File: src/rtl/mwd_pkg.sv
// Package: shared constants for the bridge memory window decoder.
// Assumes a fixed configuration-offset layout of bus/device/function/register.
package mwd_pkg;
    localparam int SEL_W   = 3;
    localparam int NUM_WIN = 2;            // index 0 non-prefetchable, 1 prefetchable
    localparam int REG_W   = 12;
    localparam int FN_W    = 3;
    localparam int DEV_W   = 5;
    localparam int OFFS_LO = REG_W + FN_W + DEV_W;   // first bus bit

    localparam logic [SEL_W-1:0] SEL_CTRL     = 3'd0;
    localparam logic [SEL_W-1:0] SEL_CFG_BASE = 3'd5;

    // Base select for window i is 1+2i, limit select is 2+2i.
    function automatic logic [SEL_W-1:0] win_base_sel(input int idx);
        return SEL_W'(1 + 2 * idx);
    endfunction

    function automatic logic [SEL_W-1:0] win_lim_sel(input int idx);
        return SEL_W'(2 + 2 * idx);
    endfunction
endpackage

File: src/rtl/mwd_regs.sv
// Module: holds the decoder's programmable state (enable, window bounds,
// configuration base upper bits). Assumes one write per cycle; unknown
// selects are dropped. Synchronous active-low reset clears everything.
module mwd_regs #(
    parameter int ADDR_W        = 32,
    parameter int CFG_SPAN_LOG2 = 28
) (
    input  logic                                      clk,
    input  logic                                      rst_n,
    input  logic                                      we,
    input  logic [mwd_pkg::SEL_W-1:0]                 sel,
    input  logic [ADDR_W-1:0]                         wdata,
    output logic                                      mem_en,
    output logic [mwd_pkg::NUM_WIN-1:0][ADDR_W-1:0]   win_base,
    output logic [mwd_pkg::NUM_WIN-1:0][ADDR_W-1:0]   win_lim,
    output logic [ADDR_W-CFG_SPAN_LOG2-1:0]           cfg_hi
);
    import mwd_pkg::*;

    localparam int HI_W = ADDR_W - CFG_SPAN_LOG2;

    // Enable bit and configuration base upper bits.
    always_ff @(posedge clk) begin
        if (!rst_n) begin
            mem_en <= 1'b0;
            cfg_hi <= '0;
        end else if (we) begin
            if (sel == SEL_CTRL)     mem_en <= wdata[0];
            if (sel == SEL_CFG_BASE) cfg_hi <= wdata[ADDR_W-1:CFG_SPAN_LOG2];
        end
    end

    for (genvar gi = 0; gi < NUM_WIN; gi++) begin : g_win
        logic [ADDR_W-1:0] base_q;
        logic [ADDR_W-1:0] lim_q;

        // Per-window base and limit storage.
        always_ff @(posedge clk) begin
            if (!rst_n) begin
                base_q <= '0;
                lim_q  <= '0;
            end else if (we) begin
                if (sel == win_base_sel(gi)) base_q <= wdata;
                if (sel == win_lim_sel(gi))  lim_q  <= wdata;
            end
        end

        assign win_base[gi] = base_q;
        assign win_lim[gi]  = lim_q;
    end

    logic unused_hi;
    assign unused_hi = ^HI_W;
endmodule

File: src/rtl/mwd_range_cmp.sv
// Module: inclusive base/limit window match. Assumes unsigned bounds;
// an inverted window (limit below base) matches nothing by arithmetic.
module mwd_range_cmp #(
    parameter int ADDR_W = 32
) (
    input  logic              en,
    input  logic [ADDR_W-1:0] addr,
    input  logic [ADDR_W-1:0] base,
    input  logic [ADDR_W-1:0] lim,
    output logic              hit
);
    // Both bounds inclusive, gated by the enable.
    always_comb hit = en && (addr >= base) && (addr <= lim);
endmodule

File: src/rtl/mwd_cfg_match.sv
// Module: configuration block match and offset split. Assumes the block
// is 2**CFG_SPAN_LOG2 bytes, aligned, and selected by the upper address bits.
module mwd_cfg_match #(
    parameter int ADDR_W        = 32,
    parameter int CFG_SPAN_LOG2 = 28
) (
    input  logic [ADDR_W-1:0]                          addr,
    input  logic [ADDR_W-CFG_SPAN_LOG2-1:0]            cfg_hi,
    output logic                                       hit,
    output logic [CFG_SPAN_LOG2-mwd_pkg::OFFS_LO-1:0]  bus,
    output logic [mwd_pkg::DEV_W-1:0]                  dev,
    output logic [mwd_pkg::FN_W-1:0]                   fn,
    output logic [mwd_pkg::REG_W-1:0]                  regno
);
    import mwd_pkg::*;

    // Compare upper bits and slice the offset into its fields.
    always_comb begin
        hit   = (addr[ADDR_W-1:CFG_SPAN_LOG2] == cfg_hi);
        bus   = addr[CFG_SPAN_LOG2-1:OFFS_LO];
        dev   = addr[OFFS_LO-1:REG_W+FN_W];
        fn    = addr[REG_W+FN_W-1:REG_W];
        regno = addr[REG_W-1:0];
    end
endmodule

File: src/rtl/mwd_bridge_decoder.sv
// Module: top of the bridge memory window decoder. Classifies each request
// address as configuration, non-prefetchable or prefetchable hit, with fixed
// priority, and registers the result one cycle after the request strobe.
// Assumes register writes and requests in the same cycle see the old values.
module mwd_bridge_decoder #(
    parameter int ADDR_W        = 32,
    parameter int CFG_SPAN_LOG2 = 28
) (
    input  logic                                      clk,
    input  logic                                      rst_n,
    input  logic                                      cfg_we,
    input  logic [2:0]                                cfg_sel,
    input  logic [ADDR_W-1:0]                         cfg_wdata,
    input  logic                                      req_valid,
    input  logic [ADDR_W-1:0]                         req_addr,
    output logic                                      rsp_valid,
    output logic [ADDR_W-1:0]                         rsp_addr,
    output logic                                      hit_cfg,
    output logic                                      hit_np,
    output logic                                      hit_pf,
    output logic                                      wc_attr,
    output logic [CFG_SPAN_LOG2-21:0]                 cfg_bus,
    output logic [4:0]                                cfg_dev,
    output logic [2:0]                                cfg_fn,
    output logic [11:0]                               cfg_reg
);
    import mwd_pkg::*;

    localparam int HI_W  = ADDR_W - CFG_SPAN_LOG2;
    localparam int BUS_W = CFG_SPAN_LOG2 - OFFS_LO;

    logic                               mem_en_q;
    logic [NUM_WIN-1:0][ADDR_W-1:0]     win_base;
    logic [NUM_WIN-1:0][ADDR_W-1:0]     win_lim;
    logic [HI_W-1:0]                    cfg_hi_q;
    logic [NUM_WIN-1:0]                 win_hit;
    logic                               cfg_hit;
    logic [BUS_W-1:0]                   off_bus;
    logic [DEV_W-1:0]                   off_dev;
    logic [FN_W-1:0]                    off_fn;
    logic [REG_W-1:0]                   off_reg;
    logic                               sel_cfg, sel_np, sel_pf;

    mwd_regs #(.ADDR_W(ADDR_W), .CFG_SPAN_LOG2(CFG_SPAN_LOG2)) u_regs (
        .clk      (clk),
        .rst_n    (rst_n),
        .we       (cfg_we),
        .sel      (cfg_sel),
        .wdata    (cfg_wdata),
        .mem_en   (mem_en_q),
        .win_base (win_base),
        .win_lim  (win_lim),
        .cfg_hi   (cfg_hi_q)
    );

    for (genvar gi = 0; gi < NUM_WIN; gi++) begin : g_cmp
        mwd_range_cmp #(.ADDR_W(ADDR_W)) u_cmp (
            .en   (mem_en_q),
            .addr (req_addr),
            .base (win_base[gi]),
            .lim  (win_lim[gi]),
            .hit  (win_hit[gi])
        );
    end

    mwd_cfg_match #(.ADDR_W(ADDR_W), .CFG_SPAN_LOG2(CFG_SPAN_LOG2)) u_cfg (
        .addr   (req_addr),
        .cfg_hi (cfg_hi_q),
        .hit    (cfg_hit),
        .bus    (off_bus),
        .dev    (off_dev),
        .fn     (off_fn),
        .regno  (off_reg)
    );

    // Fixed priority: configuration, then non-prefetchable, then prefetchable.
    always_comb begin
        sel_cfg = cfg_hit;
        sel_np  = win_hit[0] && !cfg_hit;
        sel_pf  = win_hit[1] && !cfg_hit && !win_hit[0];
    end

    // Result register, cleared on idle cycles.
    always_ff @(posedge clk) begin
        if (!rst_n || !req_valid) begin
            rsp_valid <= 1'b0;
            rsp_addr  <= '0;
            hit_cfg   <= 1'b0;
            hit_np    <= 1'b0;
            hit_pf    <= 1'b0;
            wc_attr   <= 1'b0;
            cfg_bus   <= '0;
            cfg_dev   <= '0;
            cfg_fn    <= '0;
            cfg_reg   <= '0;
        end else begin
            rsp_valid <= 1'b1;
            rsp_addr  <= req_addr;
            hit_cfg   <= sel_cfg;
            hit_np    <= sel_np;
            hit_pf    <= sel_pf;
            wc_attr   <= sel_pf;
            cfg_bus   <= sel_cfg ? off_bus : '0;
            cfg_dev   <= sel_cfg ? off_dev : '0;
            cfg_fn    <= sel_cfg ? off_fn  : '0;
            cfg_reg   <= sel_cfg ? off_reg : '0;
        end
    end
endmodule

File: config.mk
export PLATFORM = sky130hd
export DESIGN_NAME = mwd_bridge_decoder
export DESIGN_NICKNAME = d
export VERILOG_FILES = /design/src/rtl/mwd_pkg.sv /design/src/rtl/mwd_regs.sv /design/src/rtl/mwd_range_cmp.sv /design/src/rtl/mwd_cfg_match.sv /design/src/rtl/mwd_bridge_decoder.sv
export SDC_FILE = /design/constraint.sdc
export NUM_CORES = 1
export LEC_CHECK = 0
export BUFFER_PORTS_ARGS = -buffer_cell sky130_fd_sc_hd__buf_2
export CAP_MARGIN = 20
export CORE_MARGIN = 1.5
export CORE_UTILIZATION = 58
export DETAILED_ROUTE_END_ITERATION = 8
export GPL_TIMING_DRIVEN = 0
export PLACE_DENSITY_LB_ADDON = 0.1
export RECOVER_POWER = 25
export SYNTH_ARGS = -nofsm -noshare
export SYNTH_HDL_FRONTEND = slang
export SYNTH_SLANG_ARGS = --single-unit
File: constraint.sdc
create_clock -name clk -period 2.4 [get_ports clk]
set_clock_uncertainty 0.05 [all_clocks]
set_input_delay 0.24 -clock clk [delete_from_list [all_inputs] [get_ports clk]]
set_output_delay 0.24 -clock clk [all_outputs]
set_load 0.005 [all_outputs]
# Yosys cells after proc, flatten, opt, wreduce, memory -nomap -nowiden
# Cells that the tools add are included.
# totals
register_bits	197
input_bits	71
# classes
order_cmp	4
eq_ne	6
n_mux	1
bitwise	1
n_reduce_logical	20
# ops
cell	n
>= comparator 32 bit	2
less-or-equal comparator 32 bit	2
AND reduction 2 bit	6
logical AND 1 bit	7
equality test 3 x 2 -> 1 bit, second input constant	2
equality test 3 bit, second input constant	2
equality test 4 bit	1
zero test 1 bit	4
equality test 3 x 1 -> 1 bit, second input constant	1
zero test 3 bit	1
OR reduction 2 bit	1
logical OR 1 bit	1
2-to-1 mux 1 bit	1
inverter 1 bit	1

# Longest topological paths before layout
# Gate-level depths: netlist of the first run.
# depth
word_depth	5
mapped_depth	9
mapped_depth_nobuf	9

# By module
# Synthesis of the first run repeated with hierarchy kept, for this count alone.
# unflattened
cells_unflattened	1087
hier_area_um2	10087.2
# by_module_without_submodules
module	instances	cells_per_inst	area_each_um2	seq_area_each_um2
mwd_regs	1	470	4877.2	2662.6
mwd_range_cmp	2	223	1604.0	0.0
mwd_bridge_decoder	1	138	1744.2	1281.2
mwd_cfg_match	1	33	257.7	0.0

# Worst setup path before layout of the first run
# OpenSTA, ideal clock, no wires.
# synth_timing
kind	register -> register
start	register u_regs.g_win[0].lim_q[29]
end	register hit_np
setup_time_ns	0.060
arrival_ns	1.918
setup_slack_ns	0.372
stages_incl_launch_ff	10
n_path_buf	0
cell_sequence	dfxtp_1 > inv_1 > ha_1 > a21oi_1 > nor2b_1 > o21ai_2 > nand3b_1 > or4_1 > a221oi_2 > and3_1
# synth_via
elab_chain_len	3
# synth_lines
item	line_no	source
start: declaration	mwd_regs.sv:35	logic [ADDR_W-1:0] lim_q;
start signal: assignment	mwd_regs.sv:44	if (sel == win_lim_sel(gi)) lim_q <= wdata;
less-or-equal comparator 32 bit	mwd_range_cmp.sv:13	always_comb hit = en && (addr >= base) && (addr <= lim);
logical AND 1 bit	mwd_range_cmp.sv:13	
logical AND 1 bit	mwd_bridge_decoder.sv:79	sel_np = win_hit[0] && !cfg_hit;
end signal: assignment	mwd_bridge_decoder.sv:100	hit_np <= sel_np;
end: declaration	mwd_bridge_decoder.sv:19	output logic hit_np,
# Every way passes these cells.
# A chain may end at the register's enable or synchronous reset.

# Worst setup path after layout of the first run
# layout_timing
start	register u_regs.g_win[1].base_q[9]
end	register wc_attr
# layout_via
elab_chain_len	5
# layout_lines
item	line_no	source
start: declaration	mwd_regs.sv:34	logic [ADDR_W-1:0] base_q;
start signal: assignment	mwd_regs.sv:43	if (sel == win_base_sel(gi)) base_q <= wdata;
>= comparator 32 bit	mwd_range_cmp.sv:13	
logical AND 1 bit (2 in a row)	mwd_range_cmp.sv:13	
logical AND 1 bit (2 in a row)	mwd_bridge_decoder.sv:80	sel_pf = win_hit[1] && !cfg_hit && !win_hit[0];
end signal: assignment	mwd_bridge_decoder.sv:102	wc_attr <= sel_pf;
end: declaration	mwd_bridge_decoder.sv:21	output logic wc_attr,
# Every way passes these cells.

==> impl_results.md, run 1 <==
* Final setup violation count at 1
* Mapped Avg Cell Area at 8.23 um^2
* Die extent in y at 133 um
* Max Cap Viol at 0
* Number of buffers on the longest clock path at 2
* Leakage at 4.62 nW
* CP max FO at 2
* Layout cells sized above 1 at 14.3%
* Biggest area consumer among synthesized cells: dfxtp_1
* Violated checks: negative setup slack
* Minimum clock period at 2.44 ns
* Commonest non-fill, non-tap cells in the layout: nand2_1, dfxtp_1, inv_1
* GRT Overall Usage at 30.6%
* Worst reg2reg path depth at 9
* CTS H-tree depth at 4
* Filler Cell Count at 1391
* R2r setup slk at -0.04 ns
* Clk sinks at 197
* Mapped Cells at 1195
* Crit path from: u_regs.g_win[1].base_q[9]$_SDFFE_PN0P_
* Clk slew on worst S/H paths at 0.07 ns
* Asr flop ratio synth at 0%
* Reg-to-reg endpoint: wc_attr$_SDFF_PN0_
* Max frequency at 411 MHz
* # IOs at 136
* Crit. End Element: flop
* Seq cells post-synth at 197
* Largest registers: u_regs.g_win.base_q: 64 flops, u_regs.g_win.lim_q: 64 flops, rsp_addr: 32 flops
* Worst Path Required at 2.65 ns
* HPWL after DPL at 19.6 mm
* Die Span X at 133 um
* Hold Slack at 0.0181 ns
* Cell Area, Placed at 10800 um^2
* Main synth FF type: dfxtp_1
* First-pass GRT wire length at 41.8 mm
* Fin crit share at 101%
* Area grow syn2layout at 18.4%
* Vias after detailed routing at 8507
* DRT iter0 DRCs at 715
* Core area at 16600 um^2
* Syn Std Cell Area at 9830 um^2
* R2R Path Start: u_regs.g_win[1].base_q[9]$_SDFFE_PN0P_
* Vias in the first global route at 7944
* GP Congestion at 0.874
* Post-route DRC at 0
* Slew Limit Fails at 0
* Data arrival, critical path at 2.69 ns
* Post-synth cell types at 45
* Num CTS Buffers at 17
* Worst-skew pair later-pin latency at 0.45 ns
* Initial Utilization at 59.3%
* Number of synthesized flops with an enable pin at 0
* Slew @ Worst Pin at 0.662 ns
* Input/output buffers at 132
* CP Class: flop to flop
* CP endpoint: wc_attr$_SDFF_PN0_
* Most common cell after layout, fill and taps aside: nand2_1
* Largest net degree at the start of global routing at 19
* Post-synthesis sequential area ratio at 40.1%
* Synth top area share at 40.1%
* Footprint of the multi-input gates at 5370 um^2
* VDD IR max at 0.576 mV
* Hold_buf cts at 0
* Drt wl/cell at 16.8 um
* Startpoint class of the critical path: flop
* Pre-antenna DRT Iters at 6
* Die Area at 17700 um^2
* Final Hold Fails at 0
* Post-Syn Nets at 1394
* Routed Wire Length at 26.5 mm
* Grt ovf at 0
* Worst rel slew slack at 54.7%
* Site Rows at 47
* Antenna violations before repair at 0
* Sequential Area at 3950 um^2
* Final nets at 1547
* Vias/cell at 5.38
* Power Dens Cells at 622 nW/um^2
* Clock root buffer: clkbuf_16
* Tightest Hold Check Type: input port to flop
* CTS tree: built
* DRT antenna net count at 0
* Status: finished, violations left
* Design Area, Final at 11600 um^2
* YS warnings at 0
* Setup ws final at -0.0353 ns
* Largest cells by area after synthesis: dfxtp_1, ha_1, nand2_1, a21boi_0, inv_1
## worst min path at each step
stage / endpoint / from / cells past startpoint
6_report: u_regs.g_win[1].lim_q[5]$_SDFFE_PN0P_ / cfg_wdata[5] / 3
5_1_grt: u_regs.g_win[0].lim_q[26]$_SDFFE_PN0P_ / cfg_wdata[26] / 3
4_1_cts: u_regs.g_win[1].lim_q[5]$_SDFFE_PN0P_ / cfg_wdata[5] / 3
3_5_place_dp: u_regs.g_win[1].lim_q[6]$_SDFFE_PN0P_ / u_regs.g_win[1].lim_q[6]$_SDFFE_PN0P_ / 2
3_3_place_gp: u_regs.g_win[1].lim_q[5]$_SDFFE_PN0P_ / u_regs.g_win[1].lim_q[5]$_SDFFE_PN0P_ / 2
2_1_floorplan: rsp_addr[10]$_SDFF_PN0_ / req_addr[10] / 2
## cell families (layout without fill, tap and decap cells)
kind of cell	count (synthesis)	in the layout	synth area share [%]
DFF	197	197	40.1
xor gates and xnor gates	4	4	0.356
and+or+nand+nor	436	436	19.0
muxes	5	5	0.509
adders and majority gates	128	128	16.3
AOI/OAI and AO/OA	226	226	16.1
buffers and inverters	199	365	7.63
other	0	1	0
## area by class of cell
class	instances	area share, %
Multi-Input combinational cell	799	46.2
Inverter	146	4.71
Sequential cell	197	33.9
Clock inverter	14	1.62
Buffer	53	1.74
Tap cell	220	2.36
Timing Repair Buffer	134	5.67
Antenna cell	1	0.0215
Clock buffer	18	3.77
## report_power, final
part	switching (mW)	internal [mW]	total [mW]
Sequential	0.0293	3.34	3.37
Combinational	0.501	0.318	0.819
Clock	1.36	1.70	3.06
## routing by layer
metal / track usage (%) / part of all wire [%]
met5: 0 / 0
met4: 9.72 / 2.4
met3: 6.54 / 7.5
met2: 47.8 / 45
met1: 42.3 / 46
## metrics by stage
stage	power [mW]	worst slack [ns]	cells	util (%)	setup TNS [ns]
floorplan	3.87	0.372	1195	-	0
global placement	4.18	-0.480	1547	64.9	-0.562
detailed placement	4.20	-0.543	1547	64.9	-0.708
CTS	7.22	0.000391	1579	69.1	0
global route	7.50	-0.0662	1581	70.2	-0.0744
finish	7.24	-0.0353	1582	70.2	-0.0353
## synthesized netlist by cell type, types with 2 or more instances
library cell,n
nand2_1,305
xnor2_1,4
o311ai_0,2
nand3b_1,2
a31oi_1,2
a2111oi_0,5
nand3_1,9
ha_1,128
nand2b_1,2
a221o_1,2
and4_1,6
or4_1,2
a21boi_1,2
a21boi_0,126
o211ai_1,4
a211oi_1,6
mux2i_1,5
clkbuf_1,51
nor4_1,3
nor2_1,41
o21ai_0,14
or3_1,2
inv_1,146
a21o_1,11
and2_0,2
a21oi_1,44
nand4_1,19
and3_1,15
dfxtp_1,197
nor3_1,5
nor2b_1,19
## critical path, stage by stage (launching register included)
cell	delay, ns
dfxtp_1	0.34
inv_1	0.05
ha_1	0.31
a21oi_2	0.25
o21ai_4	0.12
a2111oi_4	0.37
a21oi_2	0.17
o311ai_2	0.36
a211o_1	0.20
a211oi_2	0.08
## repair_timing
action / in CTS / in global routing
endpoints found under the setup margin: 2 / 2
setup buffers: 0 / 2
resized for setup: 14 / 36
pin swaps: 2 / 14
Power figures use the tool's default switching activity.
==> inputs of run 2 (changes only) <==
--- a/config.mk
+++ b/config.mk
@@ -13,6 +13,7 @@
 export GPL_TIMING_DRIVEN = 0
 export PLACE_DENSITY_LB_ADDON = 0.1
 export RECOVER_POWER = 25
+export REMOVE_ABC_BUFFERS = 1
 export SYNTH_ARGS = -nofsm -noshare
 export SYNTH_HDL_FRONTEND = slang
 export SYNTH_SLANG_ARGS = --single-unit
==> run 2 against run 1 <==
The flow now finishes without violations; die area unchanged; flip-flop and latch count unchanged; critical endpoint is now hit_np$_SDFF_PN0_; sequential share of layout area increased by 0.50 points; critical path depth did not move; sequential power barely moved; combinational power down 3.5%; register-to-register slack better by 0.09 ns.
==> impl_results.md, run 2 (same netlist as run 1, synthesis figures left out) <==
* Status: finished, final reports clean
* Vias after detailed routing at 8206
* Worst rel slew slack at 33.6%
* Fin crit share at 97.8%
* Post-route DRC at 0
* Worst Path Required at 2.71 ns
* Site Rows at 47
* CTS tree: built
* DRT iter0 DRCs at 479
* Pre-antenna DRT Iters at 5
* Slew @ Worst Pin at 0.994 ns
* VDD IR max at 0.494 mV
* Filler Cell Count at 1440
* Power Dens Cells at 611 nW/um^2
* Routed Wire Length at 24.6 mm
* Clk sinks at 197
* CP max FO at 2
* Startpoint class of the critical path: flop
* Clk network pwr share at 40.6%
* Final Hold Fails at 0
* Hold Slack at 0.0281 ns
* DRT antenna net count at 0
* GP Congestion at 0.808
* Slew Limit Fails at 0
* # IOs at 136
* CP cell instances: inv_2, ha_4, a21oi_1, nor2_1, a211oi_2, nor3_1, or4_1, a221oi_2, and3_1
* Vias in the first global route at 7713
* Drt wl/cell at 16.0 um
* Layout cells sized above 1 at 15.0%
* Die Area at 17700 um^2
* Commonest non-fill, non-tap cells in the layout: nand2_1, dfxtp_1, inv_1
* Leakage at 4.58 nW
* Input/output buffers at 135
* Switch Pwr at 1.75 mW
* Max Cap Viol at 0
* Grt ovf at 0
* CP Class: flop to flop
* CTS H-tree depth at 4
* Area grow syn2layout at 16.6%
* Minimum clock period at 2.35 ns
* Pwr Total at 7.00 mW
* Number of buffers on the longest clock path at 2
* Worst-skew pair later-pin latency at 0.44 ns
* Setup ws final at 0.0516 ns
* Tightest Hold Check Type: input port to flop
* Pre-CTS setup slack at -0.646 ns
* Vias/cell at 5.34
* Largest net degree at the start of global routing at 101
* Data arrival, critical path at 2.66 ns
* Largest registers: u_regs.g_win.base_q: 64 flops, u_regs.g_win.lim_q: 64 flops, rsp_addr: 32 flops
* Antenna violations before repair at 1
* Max frequency at 426 MHz
* Die Span X at 133 um
* Slowest CP cell: or4_1
* Initial Utilization at 59.3%
* Most common cell after layout, fill and taps aside: nand2_1
* Crit. End Element: flop
* GRT Overall Usage at 28.0%
* Num CTS Buffers at 17
* Die extent in y at 133 um
* Core area at 16600 um^2
* Slowest stage delay, CP at 0.55 ns
* Internal power component at 5.25 mW
* Clock root buffer: clkbuf_16
* First-pass GRT wire length at 39.1 mm
* Switch share at 25.0%
* Final nets at 1505
* Final setup violation count at 0
* Combinational Power Share at 11.3%
* Sequential power share at 48.1%
* HPWL after DPL at 16.8 mm
* Clk slew on worst S/H paths at 0.07 ns
==> run 2: area by class of cell <==
class | count | area [um^2] | share of cell area (%)
multi-input combinational | 799 | 5310 | 46.3
tap | 220 | 275 | 2.40
antenna | 1 | 2.50 | 0.0218
timing repair inverter | 1 | 5.00 | 0.0437
clock buffer | 20 | 457 | 3.98
timing repair buffer | 144 | 793 | 6.92
inverter | 146 | 552 | 4.81
clock inverter | 10 | 125 | 1.09
sequential | 197 | 3950 | 34.4
==> run 2: path summary, 6_finish.rpt <==
| path | from | to | slack, ns | cells after the start |
|---|---|---|---|---|
| worst max register to register | u_regs.g_win[0].lim_q[21]$_SDFFE_PN0P_ | hit_np$_SDFF_PN0_ | 0.05 | 9 |
| worst min-delay path | cfg_wdata[22] | u_regs.g_win[0].lim_q[22]$_SDFFE_PN0P_ | 0.03 | 3 |
| worst min register to register | u_regs.g_win[1].lim_q[5]$_SDFFE_PN0P_ | u_regs.g_win[1].lim_q[5]$_SDFFE_PN0P_ | 0.41 | 2 |
| worst max-delay path | u_regs.g_win[0].lim_q[21]$_SDFFE_PN0P_ | hit_np$_SDFF_PN0_ | 0.05 | 9 |
==> run 2: worst max-delay path: cells and delay by family (launching register included) <==
kind	cells	cell delay, ns
DFF	1	0.34
adders and majority gates	1	0.20
and+or+nand+nor	4	0.93
AOI/OAI and AO/OA	3	0.70
buffers and inverters	1	0.04
==> run 2: power groups by stage <==
stage / Clock (mW) / Sequential [mW] / Combinational (mW)
global placement: 0 / 3.44 / 0.716
global route: 3.00 / 3.38 / 0.891
detailed placement: 0 / 3.44 / 0.742
finish: 2.84 / 3.37 / 0.790
CTS: 2.88 / 3.37 / 0.760
floorplan: 0 / 3.44 / 0.397
==> run 2: repair_timing <==
item,in CTS,in global routing
endpoints found under the setup margin,2,2
resized for setup,11,23
hold buffers,0,0
setup buffers,0,2
pin swaps,2,11
gates cloned,0,1
==> run 2: through the flow <==
stage               setup TNS [ns]  instances  utilization (%)  cell area, um^2
floorplan                        0       1142                -             9630
global placement           -137.69       1497             63.8            10600
detailed placement          -0.968       1504             64.6            10700
CTS                              0       1534             68.4            11300
global route               -0.0130       1537             69.1            11500
finish                           0       1538             69.1            11500
==> run 2: metal layers <==
metal  vias to the layer above  global-route usage [%]  share of wire [%]
li1                       4143                       -                  -
met1                      3792                    38.7                 47
met2                       231                    45.0                 46
met3                        40                    3.96                5.0
met4                         0                    9.84                2.0
met5                         -                       0                  0
==> inputs of run 3 (changes only) <==
--- a/config.mk
+++ b/config.mk
@@ -5,9 +5,9 @@
 export SDC_FILE = /design/constraint.sdc
 export NUM_CORES = 1
 export LEC_CHECK = 0
+export ABC_AREA = 1
 export BUFFER_PORTS_ARGS = -buffer_cell sky130_fd_sc_hd__buf_2
 export CAP_MARGIN = 20
-export CORE_MARGIN = 1.5
 export CORE_UTILIZATION = 58
 export DETAILED_ROUTE_END_ITERATION = 8
 export GPL_TIMING_DRIVEN = 0
==> run 3 against run 2 <==
Highest routed layer unchanged; worst hold slack improved by 0.0085 ns; register-to-register slack improved by 0.43 ns; critical path type is now input port to flop; largest power group unchanged; count of clock-buffer cells in the layout increased by 6; cell count shrank 0.33%; critical path depth fell by 3; first-iteration DRC count down 18%; largest cell class unchanged.
==> impl_results.md, run 3 <==
* Synth top area share at 41.1%
* HPWL after DPL at 14.8 mm
* First-pass GRT wire length at 33.7 mm
* Routed Wire Length at 21.0 mm
* Switch share at 25.9%
* Slew @ Worst Pin at 1.12 ns
* Final setup violation count at 0
* Mapped Cells at 1192
* Antenna violations before repair at 0
* Filler Cell Count at 1444
* Grt ovf at 0
* Postcts setup bufs at 0
* Largest cells by area after synthesis: dfxtp_1, ha_1, a21oi_1, inv_1, o21ai_0
* Unrepaired setup endpoints after global routing: no
* CP max FO at 71
* Final Core Density at 67.6%
* Final nets at 1503
* Internal power component at 5.12 mW
* Initial Utilization at 60.0%
* Number of buffers on the longest clock path at 2
* Biggest area consumer among synthesized cells: dfxtp_1
* Worst-skew pair later-pin latency at 0.44 ns
* Worst Path Required at 2.65 ns
* Sequential power share at 49.2%
* Pre-antenna DRT Iters at 4
* Slew Limit Fails at 0
* Vias in the first global route at 6887
* Drt wl/cell at 13.7 um
* Status: finished, final reports clean
* Setup TNS Final at 0 ns
* Vias/cell at 5.07
* Pwr Total at 6.91 mW
* Max Cap Viol at 0
* Largest registers: u_regs.g_win.base_q: 64 flops, u_regs.g_win.lim_q: 64 flops, rsp_addr: 32 flops
* YS warnings at 0
* Clock root buffer: clkbuf_16
* GRT Overall Usage at 25.6%
* CTS tree: built
* Leakage at 4.83 nW
* DRT antenna net count at 0
* Design Area, Final at 10800 um^2
* Post-CTS resize count at 0
* Cell Area, Placed at 10300 um^2
* Site Rows at 46
* Hold_buf cts at 0
* Power Dens Cells at 639 nW/um^2
* Diode count at 0
* Most common cell after layout, fill and taps aside: dfxtp_1
* CTS H-tree depth at 4
* Setup ws final at 0.355 ns
* Combinational Power Share at 12.8%
* Tightest Hold Check Type: input port to flop
* Final Hold Fails at 0
* Pre-CTS setup slack at -0.196 ns
* Post-route DRC at 0
* Die Area at 17100 um^2
* Layout cells sized above 1 at 14.8%
* GP Congestion at 0.835
* Max frequency at 489 MHz
* Worst rel slew slack at 25.2%
* Count leader, synth: dfxtp_1
* Area grow syn2layout at 12.7%
* Syn Std Cell Area at 9600 um^2
* Largest net degree at the start of global routing at 72
* Post-synthesis sequential area ratio at 41.1%
* Num CTS Buffers at 17
* Minimum clock period at 2.05 ns
* Clk network pwr share at 38.0%
* Fin crit share at 85.2%
* Commonest non-fill, non-tap cells in the layout: dfxtp_1, inv_1, a21oi_1
* Vias after detailed routing at 7773
* Crit. End Element: flop
* Startpoint class of the critical path: input port
* DRT iter0 DRCs at 394
* Die Span X at 131 um
* CP Class: input port to flop
* Post-synth cell types at 32
* Data arrival, critical path at 2.29 ns
* Die extent in y at 131 um
* Main synth FF type: dfxtp_1
* Clk sinks at 197
* Synth top cells by count: dfxtp_1, inv_1, a21oi_1, ha_1, nand2_1
* Mapped Avg Cell Area at 8.05 um^2
* Asr flop ratio synth at 0%
* Seq cells post-synth at 197
* Clk slew on worst S/H paths at 0.07 ns
* Core area at 16000 um^2
* Input/output buffers at 135
* VDD IR max at 0.535 mV
* Switch Pwr at 1.79 mW
* # IOs at 136
* Number of synthesized flops with an enable pin at 0
run 3: changes by cell type in the layout (fill, tap and decap cells not counted), sizes merged, moves of 6 or more:
| cell | previous run | this run |
|---|---|---|
| a21o | 11 | 5 |
| o21a | 0 | 6 |
| a21oi | 44 | 183 |
| a21boi | 128 | 0 |
| inv | 147 | 197 |
| nor2b | 19 | 0 |
| and4 | 6 | 0 |
| o21ai | 15 | 143 |
| nand4 | 19 | 13 |
| nand2 | 305 | 128 |
| a211oi | 7 | 0 |
| nor2 | 41 | 113 |
| and3 | 15 | 0 |
run 3: per-layer routing:
metal | vias up | part of all wire [%] | routed length, um | track usage [%]
met2 | 136 | 46 | 9580 | 42.1
li1 | 4130 | - | - | -
met1 | 3480 | 49 | 10400 | 34.0
met5 | - | 0 | 0 | 0
met4 | 0 | 1.6 | 340 | 8.79
met3 | 27 | 3.3 | 689 | 4.32
run 3: cell families (layout without fill, tap and decap cells):
| kind of cell | count (synthesis) | in the layout | share of synthesized area [%] |
|---|---|---|---|
| flip-flops | 197 | 197 | 41.1 |
| buffers and inverters | 242 | 367 | 10.8 |
| AND/OR/NAND/NOR | 283 | 283 | 13.1 |
| AO/OA/AOI/OAI | 338 | 338 | 18.0 |
| XOR/XNOR | 4 | 4 | 0.365 |
| adder cells (fa/ha/maj) | 128 | 128 | 16.7 |
run 3: final timing paths:
| check | from | to | slack, ns | depth (start not counted) |
|---|---|---|---|---|
| worst min register to register | u_regs.g_win[1].base_q[0]$_SDFFE_PN0P_ | u_regs.g_win[1].base_q[0]$_SDFFE_PN0P_ | 0.40 | 2 |
| worst max-delay path | rst_n | cfg_fn[2]$_SDFF_PP0_ | 0.35 | 6 |
| worst max register to register | u_regs.g_win[1].lim_q[31]$_SDFFE_PN0P_ | wc_attr$_SDFF_PN0_ | 0.48 | 10 |
| worst min-delay path | cfg_wdata[29] | u_regs.cfg_hi[1]$_SDFFE_PN0P_ | 0.04 | 3 |
run 3: worst max-delay path, stage by stage:
cell and delay, ns:
buf_4 0.28, buf_16 0.27, nand2_2 0.71, nor2_4 0.07
inv_2 0.60, nor2_1 0.07
run 3: power groups by stage:
stage / clock, mW / combinational (mW) / sequential [mW]
6_report: 2.63 / 0.884 / 3.40
5_1_grt: 2.79 / 1.03 / 3.41
4_1_cts: 2.67 / 0.896 / 3.40
3_5_place_dp: 0 / 0.885 / 3.47
3_3_place_gp: 0 / 0.859 / 3.47
2_1_floorplan: 0 / 0.545 / 3.47
run 3: metrics by stage:
step	instances	hold slack, ns
global route	1533	0.0529
CTS	1532	0.0367
floorplan	1147	0.301
detailed placement	1500	0.397
global placement	1498	0.392
finish	1533	0.0366
run 3: layout make-up:
type                       instances  area, um^2  area share (%)
multi-input combinational        753        4600            42.5
sequential                       197        3940            36.5
inverter                         197         739            6.83
timing repair buffer             138         728            6.73
clock buffer                      26         489            4.52
tap                              216         270            2.50
clock inverter                     6        46.3           0.428
